## src/rtl/npc_pkg.sv

```systemverilog
package npc_pkg;

  typedef enum logic [2:0] {
    FLOW_SEQ   = 3'd0,
    FLOW_BEQ   = 3'd1,
    FLOW_BNE   = 3'd2,
    FLOW_JMP   = 3'd3,
    FLOW_JAL   = 3'd4,
    FLOW_JREG  = 3'd5,
    FLOW_RSV6  = 3'd6,
    FLOW_RSV7  = 3'd7
  } flowKind_e;

  typedef struct packed {
    logic takeBranch;
    logic takeJump;
    logic takeReg;
    logic writeLink;
  } flowStrobes_t;

  localparam flowStrobes_t STROBES_SEQ = '{
    takeBranch: 1'b0, takeJump: 1'b0, takeReg: 1'b0, writeLink: 1'b0};

endpackage

```

## src/rtl/npc_ctrl.sv

```systemverilog
module npc_ctrl
  import npc_pkg::*;
(
  input  logic [2:0]   flowKind,
  input  logic         opsEqual,
  output flowStrobes_t strobes
);

  flowKind_e kindDec;

  always_comb begin
    kindDec = flowKind_e'(flowKind);
  end

  always_comb begin
    strobes = STROBES_SEQ;
    unique case (kindDec)
      FLOW_BEQ:  strobes.takeBranch = opsEqual;
      FLOW_BNE:  strobes.takeBranch = ~opsEqual;
      FLOW_JMP:  strobes.takeJump   = 1'b1;
      FLOW_JAL: begin
        strobes.takeJump  = 1'b1;
        strobes.writeLink = 1'b1;
      end
      FLOW_JREG: strobes.takeReg    = 1'b1;
      FLOW_SEQ, FLOW_RSV6, FLOW_RSV7: strobes = STROBES_SEQ;
      default:   strobes = STROBES_SEQ;
    endcase
  end

endmodule

```

## src/rtl/npc_target_gen.sv

```systemverilog
module npc_target_gen #(
  parameter int XLEN  = 32,
  parameter int IMM_W = 16,
  parameter int JF_W  = 26
) (
  input  logic [XLEN-1:0]  pcCur,
  input  logic [IMM_W-1:0] branchImm,
  input  logic [JF_W-1:0]  jumpField,
  output logic [XLEN-1:0]  pcPlus4,
  output logic [XLEN-1:0]  branchTarget,
  output logic [XLEN-1:0]  jumpTarget
);

  localparam int EXT_W   = XLEN - IMM_W - 2;
  localparam int UPPER_W = XLEN - JF_W - 2;
  localparam logic [XLEN-1:0] WORD_BYTES = XLEN'(4);

  logic [XLEN-1:0] offsetBytes;

  always_comb begin
    pcPlus4 = pcCur + WORD_BYTES;
  end

  generate
    if (EXT_W > 0) begin : g_ext
      always_comb offsetBytes = {{EXT_W{branchImm[IMM_W-1]}}, branchImm, 2'b00};
    end else begin : g_noext
      always_comb offsetBytes = {branchImm[XLEN-3:0], 2'b00};
    end
  endgenerate

  always_comb begin
    branchTarget = pcPlus4 + offsetBytes;
  end

  generate
    if (UPPER_W > 0) begin : g_region
      always_comb jumpTarget = {pcPlus4[XLEN-1 -: UPPER_W], jumpField, 2'b00};
    end else begin : g_flat
      always_comb jumpTarget = {jumpField[XLEN-3:0], 2'b00};
    end
  endgenerate

endmodule

```

## src/rtl/npc_datapath.sv

```systemverilog
module npc_datapath
  import npc_pkg::*;
#(
  parameter int              XLEN     = 32,
  parameter int              IMM_W    = 16,
  parameter int              JF_W     = 26,
  parameter logic [XLEN-1:0] RESET_PC = '0
) (
  input  logic             clk,
  input  logic             rst,
  input  flowStrobes_t     strobes,
  input  logic [XLEN-1:0]  opA,
  input  logic [XLEN-1:0]  opB,
  input  logic [IMM_W-1:0] branchImm,
  input  logic [JF_W-1:0]  jumpField,
  input  logic [XLEN-1:0]  jumpRegVal,
  output logic             opsEqual,
  output logic [XLEN-1:0]  pcQ,
  output logic [XLEN-1:0]  nextPc,
  output logic [XLEN-1:0]  linkVal
);

  logic [XLEN-1:0] pcReg;
  logic [XLEN-1:0] pcPlus4;
  logic [XLEN-1:0] branchTarget;
  logic [XLEN-1:0] jumpTarget;

  npc_target_gen #(
    .XLEN (XLEN),
    .IMM_W(IMM_W),
    .JF_W (JF_W)
  ) tgen_i (
    .pcCur       (pcReg),
    .branchImm   (branchImm),
    .jumpField   (jumpField),
    .pcPlus4     (pcPlus4),
    .branchTarget(branchTarget),
    .jumpTarget  (jumpTarget)
  );

  always_comb begin
    opsEqual = (opA == opB);
  end

  always_comb begin
    nextPc = pcPlus4;
    if (strobes.takeReg) begin
      nextPc = jumpRegVal;
    end else if (strobes.takeJump) begin
      nextPc = jumpTarget;
    end else if (strobes.takeBranch) begin
      nextPc = branchTarget;
    end
  end

  always_ff @(posedge clk) begin
    if (rst) begin
      pcReg <= RESET_PC;
    end else begin
      pcReg <= nextPc;
    end
  end

  always_comb begin
    pcQ     = pcReg;
    linkVal = pcPlus4;
  end

endmodule

```

## src/rtl/nextpc_unit.sv

```systemverilog
module nextpc_unit #(
  parameter int              XLEN      = 32,
  parameter int              IMM_W     = 16,
  parameter int              JF_W      = 26,
  parameter int              REG_IDX_W = 5,
  parameter logic [XLEN-1:0] RESET_PC  = '0
) (
  input  logic                 clk,
  input  logic                 rst,
  input  logic [2:0]           flowKind,
  input  logic [XLEN-1:0]      opA,
  input  logic [XLEN-1:0]      opB,
  input  logic [IMM_W-1:0]     branchImm,
  input  logic [JF_W-1:0]      jumpField,
  input  logic [XLEN-1:0]      jumpRegVal,
  output logic [XLEN-1:0]      pcQ,
  output logic [XLEN-1:0]      nextPc,
  output logic                 linkWe,
  output logic [REG_IDX_W-1:0] linkReg,
  output logic [XLEN-1:0]      linkVal
);

  import npc_pkg::*;

  localparam logic [REG_IDX_W-1:0] LINK_IDX = {REG_IDX_W{1'b1}};

  flowStrobes_t strobes;
  logic         opsEqual;

  npc_ctrl ctrl_i (
    .flowKind(flowKind),
    .opsEqual(opsEqual),
    .strobes (strobes)
  );

  npc_datapath #(
    .XLEN    (XLEN),
    .IMM_W   (IMM_W),
    .JF_W    (JF_W),
    .RESET_PC(RESET_PC)
  ) dp_i (
    .clk       (clk),
    .rst       (rst),
    .strobes   (strobes),
    .opA       (opA),
    .opB       (opB),
    .branchImm (branchImm),
    .jumpField (jumpField),
    .jumpRegVal(jumpRegVal),
    .opsEqual  (opsEqual),
    .pcQ       (pcQ),
    .nextPc    (nextPc),
    .linkVal   (linkVal)
  );

  always_comb begin
    linkWe  = strobes.writeLink;
    linkReg = LINK_IDX;
  end

endmodule

```

## config.mk

```make
export PLATFORM = sky130hd
export DESIGN_NAME = nextpc_unit
export DESIGN_NICKNAME = d
export VERILOG_FILES = /design/src/rtl/npc_pkg.sv /design/src/rtl/npc_ctrl.sv /design/src/rtl/npc_target_gen.sv /design/src/rtl/npc_datapath.sv /design/src/rtl/nextpc_unit.sv
export SDC_FILE = /design/constraint.sdc
export NUM_CORES = 1
export LEC_CHECK = 0
export BUFFER_PORTS_ARGS = -buffer_cell sky130_fd_sc_hd__buf_2
export CORE_MARGIN = 4
export CORE_UTILIZATION = 42
export CTS_BUF_LIST = sky130_fd_sc_hd__clkbuf_8
export DETAILED_ROUTE_END_ITERATION = 7
export PLACE_DENSITY = 0.79
export SLEW_MARGIN = 10
export SYNTH_ARGS = -nofsm -noshare
export SYNTH_HDL_FRONTEND = slang
export SYNTH_SLANG_ARGS = --single-unit
export TNS_END_PERCENT = 10
```

## constraint.sdc

```tcl
create_clock -name clk -period 4.4 [get_ports clk]
set_clock_uncertainty 0.2 [all_clocks]
set_input_delay 1.1 -clock clk [delete_from_list [all_inputs] [get_ports clk]]
set_output_delay 1.1 -clock clk [all_outputs]
set_load 0.005 [all_outputs]
```

==> summary.txt <==
Final Hold Viols: 0
Initial core utilization: 42.96%
NumNets Final: 1190
Max-Cap Viols: 0
Port Buffers: 239
Die Wd: 110.8 µm
Multi-input gate area: 0.004348 mm²
Vias in the first global route: 6445
Reg area: 645.6 µm²
Clock buffer depth: 2
DR vias: 6766
Setup WS pre-CTS: -0.5744 ns
Max-slew violations: 0
Fillers: 695
Post-Place Cells: 1096
Post-synth top cells: xnor2_1, nand2_1, nor2_1
Final instance area: 0.008058 mm²
Rel. slew slack: 53.36%
Critical path launch point type: flip-flop
Period utilization: 115.4%
Slew at the pin closest to its max-slew limit: 0.6996 ns
Area growth, synth to finish: 81.66%
Dominant cell type by area after synthesis: dfxtp_1
Core footprint: 0.01032 mm²
Inserted Clock Buffers: 5
DRT Wirelength: 23050 µm
RSZ-0062 raised after global routing: yes
CTS tree: built
VDD IR max: 155.9 µV
Setup ws final: -0.6758 ns
Pwr per Cell Area: 229.8 mW/mm²
Max FFs per register: 32
Ports: 245
CP required: 3.10 ns
Core Util, Final: 78.05%
Post-Syn Area per Cell: 7.430 µm²
Lkg Pwr: 4.098 nW
GRT Overall Usage: 30.37%
# DRC: 0
Post-synth ARST share: 0%
Final HPWL DP: 15330 µm
Vias per cell: 5.899
Wire per inst: 20.09 µm
Largest cells by area after synthesis: dfxtp_1, xnor2_1, ha_1
Final total power: 1.852 mW
Starting DRC count in detailed routing: 782
GPL Wtd Cong: 1.002
Die H: 110.8 µm
Final setup TNS: -10.51 ns
Final ANT Viol Nets: 0
Status: finished with violations
Row cnt: 37
Crit path kind: reg2out
Top-count cell post-synth: xnor2_1
Failing checks: setup timing
First-pass GRT wire length: 30990 µm
Total grt overflow: 0
Number of enable flip-flop cells after synthesis: 0
Die area: 0.01227 mm²
Fmax: 0.1970 GHz
Top FF cell, synth: dfxtp_1
Arrival @ worst endpoint: 3.78 ns
Pin count of the biggest net entering global routing: 35
Hold Buf Count CTS: 0
Tmin final: 5.076 ns
Clk sinks: 32
Clock latency on the worst-skew pair: 0.30 ns
Clk slew on worst S/H paths: 0.07 ns
Post-Syn Instances: 597
Pre-antenna DRT Iters: 5
Share of cells above drive strength 1: 56.78%
Share of the synthesized area in the top cell type: 14.44%
Initial antenna violation count: 0
Crit. End Element: output pin
Seq cells post-synth: 32
Hold crit path type: reg2reg
Fin cells: 1147
Final setup vio count: 29
Placement Cell Area: 0.006904 mm²
ANT cells: 0
Hold_ws: 0.4280 ns
Post-synthesis sequential area ratio: 14.44%
Yosys warns: 0
H-tree levels: 2
Synthesized area: 0.004436 mm²
Max FO, Critical Path: 5
Netlist cell types: 59
Clk root buf: clkbuf_8
==> cells by family after synthesis <==
kind of cell | after synthesis | share of synthesized area (%)
xor+xnor | 85 | 16.95
compound gates | 163 | 24.29
fa+ha+maj | 37 | 10.61
mux | 13 | 3.075
buf+inv | 43 | 5.218
other cells | 1 | 0.08455
flops | 32 | 14.44
simple gates | 223 | 25.33
==> cell type report <==
| cell class | count | area share [%] |
|---|---|---|
| multi-input cells | 526 | 53.96 |
| repair buffers | 436 | 34.38 |
| flip-flops and latches | 32 | 8.012 |
| well taps | 136 | 2.112 |
| clock buffers | 6 | 1.025 |
| inverters | 9 | 0.4193 |
| clock inverters | 2 | 0.09317 |
==> layout by cell type (no fill, tap or decap), drive strengths merged, types with 6 or more instances in the layout <==
| cell | n |
|---|---|
| nor3 | 16 |
| nor2b | 28 |
| o21ai | 36 |
| nand3 | 19 |
| nand4 | 22 |
| clkbuf | 6 |
| a31oi | 7 |
| buf | 436 |
| mux2i | 11 |
| a21oi | 42 |
| xor2 | 16 |
| a22oi | 6 |
| dfxtp | 32 |
| and2 | 7 |
| nor2 | 44 |
| a21o | 22 |
| xnor2 | 69 |
| ha | 36 |
| a211oi | 18 |
| nand2 | 60 |
| inv | 11 |
==> worst paths after layout <==
path / start / end / depth (start not counted) / slack, ns
max: dp_i.pcQ[2]$_SDFF_PP0_ / nextPc[16] / 17 / -0.68
max reg2reg: dp_i.pcQ[2]$_SDFF_PP0_ / dp_i.pcQ[31]$_SDFF_PP0_ / 21 / 0.31
min: dp_i.pcQ[0]$_SDFF_PP0_ / dp_i.pcQ[0]$_SDFF_PP0_ / 3 / 0.43
min reg2reg: dp_i.pcQ[0]$_SDFF_PP0_ / dp_i.pcQ[0]$_SDFF_PP0_ / 3 / 0.43
==> worst max-delay path, cell delays in order (launching register included) <==
cell      delay, ns
dfxtp_4        0.37
and2_4         0.15
and4_4         0.26
buf_4          0.14
buf_4          0.13
xor2_2         0.18
ha_1           0.29
o21a_1         0.22
o21a_1         0.24
a211oi_2       0.28
buf_4          0.18
nor3_4         0.05
buf_4          0.15
nor2_1         0.22
xnor2_1        0.19
mux2i_1        0.11
o21ai_1        0.16
buf_2          0.14
==> repair_timing <==
item                                    4_1_cts  5_1_grt
resized for setup                            57       87
pin swaps                                    45       46
cloned                                        0        0
setup buffers                                23       20
endpoints found under the setup margin       30       30
==> metal layers <==
| metal | global-route usage (%) | part of all wire [%] | routed length, µm |
|---|---|---|---|
| met1 | 34.75 | 36 | 8325 |
| met2 | 53.44 | 49 | 11260 |
| met3 | 6.878 | 8.5 | 1966 |
| met4 | 14.04 | 6.5 | 1494 |
| met5 | 0 | 0 | 0 |
==> power by group <==
group / internal, mW / total, mW / switching, mW
combinational: 0.640 / 1.26 / 0.618
clock: 0.123 / 0.250 / 0.127
sequential: 0.318 / 0.343 / 0.0254
No activity file was read; power rests on OpenSTA's default activity.
